==> src/rtl/mc_pkg.sv <==
package mc_pkg;

    typedef enum logic [2:0] {
        ROLE_SUM = 3'd0,
        ROLE_XOR = 3'd1,
        ROLE_CLK = 3'd2,
        ROLE_CE  = 3'd3,
        ROLE_SET = 3'd4,
        ROLE_CLR = 3'd5,
        ROLE_OE  = 3'd6,
        ROLE_OFF = 3'd7
    } pt_role_e;

    typedef enum logic [1:0] {
        XOP_ZERO  = 2'd0,
        XOP_ONE   = 2'd1,
        XOP_TERM  = 2'd2,
        XOP_STATE = 2'd3
    } xor_op_e;

    typedef enum logic [1:0] {
        SM_DFF     = 2'd0,
        SM_TFF     = 2'd1,
        SM_LATCH   = 2'd2,
        SM_DFF_ALT = 2'd3
    } store_mode_e;

    // combined outputs of the term router
    typedef struct packed {
        logic sum;
        logic xor_term;
        logic clk_term;
        logic ce;
        logic set_term;
        logic clr_term;
        logic oe_term;
    } pt_ctrl_t;

    // registered state of the storage element
    typedef struct packed {
        logic stored;
        logic ck_prev;
    } store_state_t;

endpackage

==> src/rtl/mc_pterm_array.sv <==
module mc_pterm_array #(
    parameter int N_SRC = 24,
    parameter int N_PT  = 5
) (
    input  logic [N_SRC-1:0]           src,
    input  logic [N_PT-1:0][N_SRC-1:0] lit_true,
    input  logic [N_PT-1:0][N_SRC-1:0] lit_comp,
    output logic [N_PT-1:0]            pt
);

    // one wide AND per term; an unselected literal contributes a 1
    for (genvar g = 0; g < N_PT; g++) begin : g_term
        logic [N_SRC-1:0] need_hi;
        logic [N_SRC-1:0] need_lo;
        assign need_hi = ~lit_true[g] | src;
        assign need_lo = ~lit_comp[g] | ~src;
        assign pt[g]   = &(need_hi & need_lo);
    end

endmodule

==> src/rtl/mc_pt_router.sv <==
module mc_pt_router
    import mc_pkg::*;
#(
    parameter int N_PT = 5
) (
    input  logic [N_PT-1:0]      pt,
    input  logic [N_PT-1:0][2:0] role,
    output pt_ctrl_t             ctl
);

    logic ce_claimed;
    logic ce_or;

    always_comb begin
        ctl        = '0;
        ce_claimed = 1'b0;
        ce_or      = 1'b0;
        for (int i = 0; i < N_PT; i++) begin
            case (pt_role_e'(role[i]))
                ROLE_SUM: ctl.sum      = ctl.sum      | pt[i];
                ROLE_XOR: ctl.xor_term = ctl.xor_term | pt[i];
                ROLE_CLK: ctl.clk_term = ctl.clk_term | pt[i];
                ROLE_CE: begin
                    ce_claimed = 1'b1;
                    ce_or      = ce_or | pt[i];
                end
                ROLE_SET: ctl.set_term = ctl.set_term | pt[i];
                ROLE_CLR: ctl.clr_term = ctl.clr_term | pt[i];
                ROLE_OE:  ctl.oe_term  = ctl.oe_term  | pt[i];
                default:  ;
            endcase
        end
        // no enable term means always enabled
        ctl.ce = ce_claimed ? ce_or : 1'b1;
    end

endmodule

==> src/rtl/mc_storage.sv <==
module mc_storage
    import mc_pkg::*;
(
    input  logic        clk,
    input  logic        rst_n,
    input  store_mode_e mode,
    input  logic        ck_lvl,
    input  logic        ce,
    input  logic        set_lvl,
    input  logic        clr_lvl,
    input  logic        d_in,
    output logic        stored,
    output logic        q_vis
);

    store_state_t st_d;
    store_state_t st_q;
    logic         rise;
    logic         see_through;

    always_comb begin
        st_d         = st_q;
        st_d.ck_prev = ck_lvl;
        rise         = ck_lvl & ~st_q.ck_prev;
        see_through  = (mode == SM_LATCH) & ck_lvl & ce;

        case (mode)
            SM_TFF: begin
                if (rise && ce) st_d.stored = st_q.stored ^ d_in;
            end
            SM_LATCH: begin
                if (ck_lvl && ce) st_d.stored = d_in;
            end
            default: begin
                if (rise && ce) st_d.stored = d_in;
            end
        endcase

        if (clr_lvl)      st_d.stored = 1'b0;
        else if (set_lvl) st_d.stored = 1'b1;

        if (clr_lvl)          q_vis = 1'b0;
        else if (set_lvl)     q_vis = 1'b1;
        else if (see_through) q_vis = d_in;
        else                  q_vis = st_q.stored;
    end

    always_ff @(posedge clk or negedge rst_n) begin
        if (!rst_n) st_q <= '0;
        else        st_q <= st_d;
    end

    assign stored = st_q.stored;

endmodule

==> src/rtl/pld_macrocell.sv <==
module pld_macrocell
    import mc_pkg::*;
#(
    parameter int N_IN  = 8,
    parameter int N_FB  = 16,
    parameter int N_PT  = 5,
    parameter int N_GCK = 3,
    parameter int N_GOE = 6,
    localparam int N_SRC = N_IN + N_FB,
    localparam int CKW   = $clog2(N_GCK + 1),
    localparam int OEW   = $clog2(N_GOE + 2),
    localparam int FBW   = $clog2(N_PT)
) (
    input  logic                       clk,
    input  logic                       rst_n,
    input  logic [N_IN-1:0]            src_in,
    input  logic [N_FB-1:0]            fold_bus,
    input  logic                       chain_in,
    input  logic [N_GCK-1:0]           gclk_lines,
    input  logic [N_GOE-1:0]           goe_lines,
    input  logic                       clr_all,
    input  logic [N_PT-1:0][N_SRC-1:0] cfg_lit_true,
    input  logic [N_PT-1:0][N_SRC-1:0] cfg_lit_comp,
    input  logic [N_PT-1:0][2:0]       cfg_pt_role,
    input  logic [1:0]                 cfg_xor_sel,
    input  logic [1:0]                 cfg_store_mode,
    input  logic [CKW-1:0]             cfg_ck_src,
    input  logic [OEW-1:0]             cfg_oe_src,
    input  logic [FBW-1:0]             cfg_fb_sel,
    input  logic                       cfg_reg_out,
    input  logic                       cfg_chain_en,
    output logic                       pin_o,
    output logic                       pin_oe,
    output logic                       chain_out,
    output logic                       fold_out
);

    localparam logic [CKW-1:0] CK_TERM = CKW'(N_GCK);
    localparam logic [OEW-1:0] OE_TERM = OEW'(N_GOE);
    localparam logic [FBW-1:0] FB_LAST = FBW'(N_PT - 1);

    logic [N_SRC-1:0] src_all;
    logic [N_PT-1:0]  pt;
    pt_ctrl_t         ctl;
    logic             sum;
    logic             op2;
    logic             xor_res;
    logic             ck_lvl;
    logic             ce_lvl;
    logic             set_lvl;
    logic             clr_lvl;
    logic             stored;
    logic             q_vis;

    assign src_all = {fold_bus, src_in};

    mc_pterm_array #(.N_SRC(N_SRC), .N_PT(N_PT)) u_terms (
        .src      (src_all),
        .lit_true (cfg_lit_true),
        .lit_comp (cfg_lit_comp),
        .pt       (pt)
    );

    mc_pt_router #(.N_PT(N_PT)) u_route (
        .pt   (pt),
        .role (cfg_pt_role),
        .ctl  (ctl)
    );

    always_comb begin
        sum = ctl.sum | chain_in;

        case (xor_op_e'(cfg_xor_sel))
            XOP_ZERO:  op2 = 1'b0;
            XOP_ONE:   op2 = 1'b1;
            XOP_TERM:  op2 = ctl.xor_term;
            default:   op2 = stored;
        endcase
        xor_res = sum ^ op2;

        if (cfg_ck_src < CK_TERM) ck_lvl = gclk_lines[cfg_ck_src];
        else                      ck_lvl = ctl.clk_term;

        if (cfg_oe_src < OE_TERM)       pin_oe = goe_lines[cfg_oe_src];
        else if (cfg_oe_src == OE_TERM) pin_oe = ctl.oe_term;
        else                            pin_oe = 1'b1;

        if (cfg_fb_sel <= FB_LAST) fold_out = ~pt[cfg_fb_sel];
        else                       fold_out = 1'b1;

        ce_lvl    = ctl.ce;
        set_lvl   = ctl.set_term;
        clr_lvl   = ctl.clr_term | clr_all;
        chain_out = cfg_chain_en & sum;
        pin_o     = cfg_reg_out ? q_vis : xor_res;
    end

    mc_storage u_store (
        .clk     (clk),
        .rst_n   (rst_n),
        .mode    (store_mode_e'(cfg_store_mode)),
        .ck_lvl  (ck_lvl),
        .ce      (ce_lvl),
        .set_lvl (set_lvl),
        .clr_lvl (clr_lvl),
        .d_in    (xor_res),
        .stored  (stored),
        .q_vis   (q_vis)
    );

endmodule

==> config.mk <==
export PLATFORM = sky130hd
export DESIGN_NAME = pld_macrocell
export DESIGN_NICKNAME = d
export VERILOG_FILES = /design/src/rtl/mc_pkg.sv /design/src/rtl/mc_pterm_array.sv /design/src/rtl/mc_pt_router.sv /design/src/rtl/mc_storage.sv /design/src/rtl/pld_macrocell.sv
export SDC_FILE = /design/constraint.sdc
export NUM_CORES = 1
export LEC_CHECK = 0
export ABC_AREA = 1
export CORE_AREA = 5 5 118 120
export CTS_CLUSTER_SIZE = 10
export DETAILED_ROUTE_END_ITERATION = 10
export DIE_AREA = 0 0 123 125
export DONT_BUFFER_PORTS = 1
export PLACE_DENSITY_LB_ADDON = 0.1
export SLEW_MARGIN = 30
export SYNTH_ARGS = -nofsm -noshare
export SYNTH_HDL_FRONTEND = slang
export SYNTH_HIERARCHICAL = 1
export SYNTH_SLANG_ARGS = --single-unit
==> constraint.sdc <==
create_clock -name clk -period 5.4 [get_ports clk]
set_input_delay 1.08 -clock clk [delete_from_list [all_inputs] [get_ports clk]]
set_output_delay 1.08 -clock clk [all_outputs]
set_load 0.02 [all_outputs]
==> flow_results.org <==
** Critical path
- Worst Path Required :: 4.32 ns
- Critical path fanouts, max :: 10
- Path type of the worst setup path :: input port to output pin
- Cell with the most instances on the worst path :: nand2_1
- Critical path endpoint category :: output pin
- On the worst path, the slowest cell contributes a delay of 0.34 ns.
- For this design, the slowest cell found on the critical path is o21ai_0.
- The kind of cell with the highest combined delay along the critical path is simple AND/OR/NAND/NOR gates.
- The worst setup path is launched from an input port.
- Series of cell instances along the critical path :: o21ai_0 > nand2_1 > nor2_1 > nand2_1 > nor2_2 > inv_1 > nor2_1 > a21oi_1 > nand3_1 > nor2_1 > o21ai_0 > nand2_1 > nor2_2 > nand2_1 > nand3_1 > nand2_1 > inv_1 > nand2_1 > nand2_1
- Counting both buffers and inverters, the worst setup path holds a total of 2.
- WP data arrival :: 3.45 ns

** Pwr
- The share of total power dissipated in sequential elements is 0.067.
- VDD sags by at most 0.0000645 V.
- Pwr/cell area :: 90.9 nW/um^2
- Of the total power, the share spent switching nets is 0.387.
- Leakage power figure :: 0.00176 uW
- Internal Pwr Total :: 168 uW
- Clock group share of total power :: 0.398
- For this design the total switching power over the nets is 106 uW.
- Combinational share of power :: 0.536
- Total power :: 274 uW

** Final layout
- In the final layout, the share of cells above drive strength 1 is 0.0515.
- Final Non-Filler Cells :: 836
- The number of antenna diodes in the final layout is 0.
- Total number of nets in the final design :: 968
- Area growth from synthesis to layout :: 8.87%
- Fill cells in the final layout number 1582.

** Timing
- Setup violations remaining at the end of the flow were counted as 0.
- At the pin with the least slew margin, the transition time is 0.407 ns.
- The total count of max-transition violations in the final report was 0.
- Based on the critical path, the design can be clocked at up to 221 MHz.
- Post-route clock skew :: 0.000212 ns
- Counting I/O delays and the setup requirement, the final critical path takes 4.53 ns.
- TNS Setup :: 0 ns
- Measured against its own limit, the worst slew margin works out to 0.726.
- Hold is met by 0.561 ns.
- Setup repair after global routing left no endpoint under its margin.
- Dividing the final minimum period by the clock period gives 0.838.
- The number of hold-slack violations in the final timing report was 0.

** Placement
- The HPWL after detailed placement is 12000 um.
- Port Buffer Count :: 0
- Count of placed standard cells including taps :: 833
- Routability-driven placement finished with a final weighted congestion of 0.863.

** Logic synthesis
- Top cell type's share of synthesized area :: 0.453
- Count of unique library cells instantiated by Yosys :: 18
- The synthesized design contains 0 enable-type register cells.
- Dividing the synthesized area by the synthesized cell count gives 4.15 um^2.
- By count the netlist is led by nand2_1, nor2_1, inv_1.
- Number of standard cells after synthesis :: 667
- Yosys printed 6 warnings.
- Total standard cell area after synthesis :: 2770 um^2
- Synthesized netlist net count :: 973
- Counting flops and latches in the post-synthesis netlist gives 2.
- Cell taking the most area after synthesis :: nand2_1
- In the synthesized netlist the async set-or-reset flop fraction comes to 1.00.
- Sequential element share of the synthesized area :: 0.0181
- Leading cell type by number of instances after synthesis :: nand2_1
- In the post-synthesis netlist, the biggest area contributors are nand2_1, nor2_1, inv_1, o21ai_0, nand3_1.
- Top_reg_cell synth :: dfrtp_1

** Floorplan
- The floorplan has 42 rows.
- Core region area :: 12900 um^2
- The die covers 15400 um^2.
- Die Ht :: 125 um
- 310 I/O pins were placed.
- Measured along the x axis, the die boundary spans 123 um.
- Initial standard-cell utilization of the core :: 0.215

** Clock network
- In this run the post-CTS setup repair buffer count came out at 0.
- Once the clock tree was built, the resizer swapped 0 gates to a different size.
- TritonCTS built the clock tree.
- # clock sinks :: 2
- Number of buffers added by the clock tree synthesis step :: 3
- Clock-pin transition on the worst setup and hold timing paths :: 0.03 ns
- CTS Hold Bufs :: 0
- CTS H-tree lvls :: 1
- Clock tree buffer depth :: 2
- At the later pin of the worst-skew pair, clock insertion delay measures 0.22 ns.
- The cell sitting at the root of the clock tree is a clkbuf_16.

** Global routing
- The first global-routing pass estimated 18700 um of wire.
- Congestion Overflow GR :: 0
- Number of global-route vias before repair :: 3942
- The number of antenna violations at the first check in global routing came to 0.
- Maximum number of pins on one net before global-route repair :: 11
- In the global route stage, overall resource usage came out at 0.152.
- Met2 Resource Use GR :: 0.280
- Met3 capacity usage during global routing :: 0.0248
- Layer with the highest usage after global routing :: met2
- For this run, global-route usage on met1 was measured as 0.184.

** Min path
- The worst hold path belongs to the class input port to asynchronous set/reset pin.

** Routing
- After the first detailed-routing iteration, the DRC count stood at 174.
- Via-per-instance ratio :: 4.50
- The first detailed-routing pass took 4 iterations.
- Via Count :: 3764
- After detailed routing, the total wire length is 12800 um.
- Antenna viol nets, final :: 0
- Number of design rule violations left after detail routing :: 0
- Average wire length per cell after detail routing :: 15.4 um

** Flow run
- Across the run, the number of max-cap violations was 0.

** Run status
- The flow ran to the end, and the final reports show no timing, DRC or antenna violations.
-- metrics by stage --
step | instance area (um^2) | worst slack (ns) | utilization
after floorplan | 2770 | 1.32 | -
after global placement | 2940 | 0.859 | 0.228
after detailed placement | 2940 | 0.840 | 0.228
after CTS | 3010 | 0.833 | 0.234
after global routing | 3010 | 0.485 | 0.234
final | 3010 | 0.873 | 0.234
-- logic make-up after synthesis --
group | after synthesis | synth area share
AO/OA/AOI/OAI | 68 | 0.126
flip-flops | 2 | 0.0181
AND/OR/NAND/NOR | 485 | 0.700
buffers and inverters | 112 | 0.157
-- placed cells by master (no fill, tap or decap), types with 3 or more instances in the layout --
cell type | Yosys | routed
nor2_2 | 10 | 10
nand3_1 | 34 | 34
clkbuf_16 | 0 | 3
nand2_1 | 334 | 334
inv_1 | 85 | 85
nor2_1 | 91 | 91
nand4_1 | 10 | 10
a21oi_1 | 10 | 10
o21ai_0 | 56 | 56
inv_2 | 17 | 17
-- power by group through the flow --
stage	Clock, uW	Sequential (uW)	Combinational [uW]
finish	109	18.3	147
global route	113	18.6	172
CTS	110	18.3	148
detailed placement	0	18.4	148
global placement	0	18.5	147
floorplan	0	18.0	126
-- flip-flops by register name, indices dropped and copies added, names as in the netlist --
signal          cells
u_store/stored      1
u_store/st_q        1
-- final cells by class --
| cell class | count | area (um^2) | share of cell area |
|---|---|---|---|
| multi-input cells | 553 | 2280 | 0.758 |
| flip-flops and latches | 2 | 50.0 | 0.0166 |
| clock buffers | 3 | 75.1 | 0.0249 |
| well taps | 176 | 220 | 0.0732 |
| inverters | 102 | 383 | 0.127 |
-- routing by layer --
metal / part of all wire / vias to the layer above
li1: - / 2004
met2: 0.50 / 176
met3: 0.082 / 12
met5: 0 / -
met1: 0.40 / 1572
met4: 0.014 / 0
-- worst reg2reg max path: stages, from the launching register on --
cell and delay (ns):
dfrtp_1 0.41, inv_1 0.07, nand2_1 0.05, nand2_1 0.07
nand2_1 0.05, nand2_1 0.07, and2_1 0.17, inv_1 0.05
nand4_1 0.07, nand3_1 0.06, nand2_1 0.07, nand2_1 0.05
-- worst paths after layout --
check | startpoint | end | slack [ns] | depth (start not counted)
setup / recovery | fold_bus[9] | pin_o | 0.87 | 19
hold / removal | rst_n | u_store/stored$_DFFE_PN0P_ | 0.56 | 0
setup reg to reg | u_store/stored$_DFFE_PN0P_ | u_store/stored$_DFFE_PN0P_ | 4.10 | 11
hold reg to reg | u_store/stored$_DFFE_PN0P_ | u_store/stored$_DFFE_PN0P_ | 0.57 | 2
max in group asynchronous | rst_n | u_store/st_q[0]$_DFF_PN0_ | 4.77 | 0
min in group clk | u_store/stored$_DFFE_PN0P_ | u_store/stored$_DFFE_PN0P_ | 0.57 | 2
No activity file was read; power rests on OpenSTA's default activity.
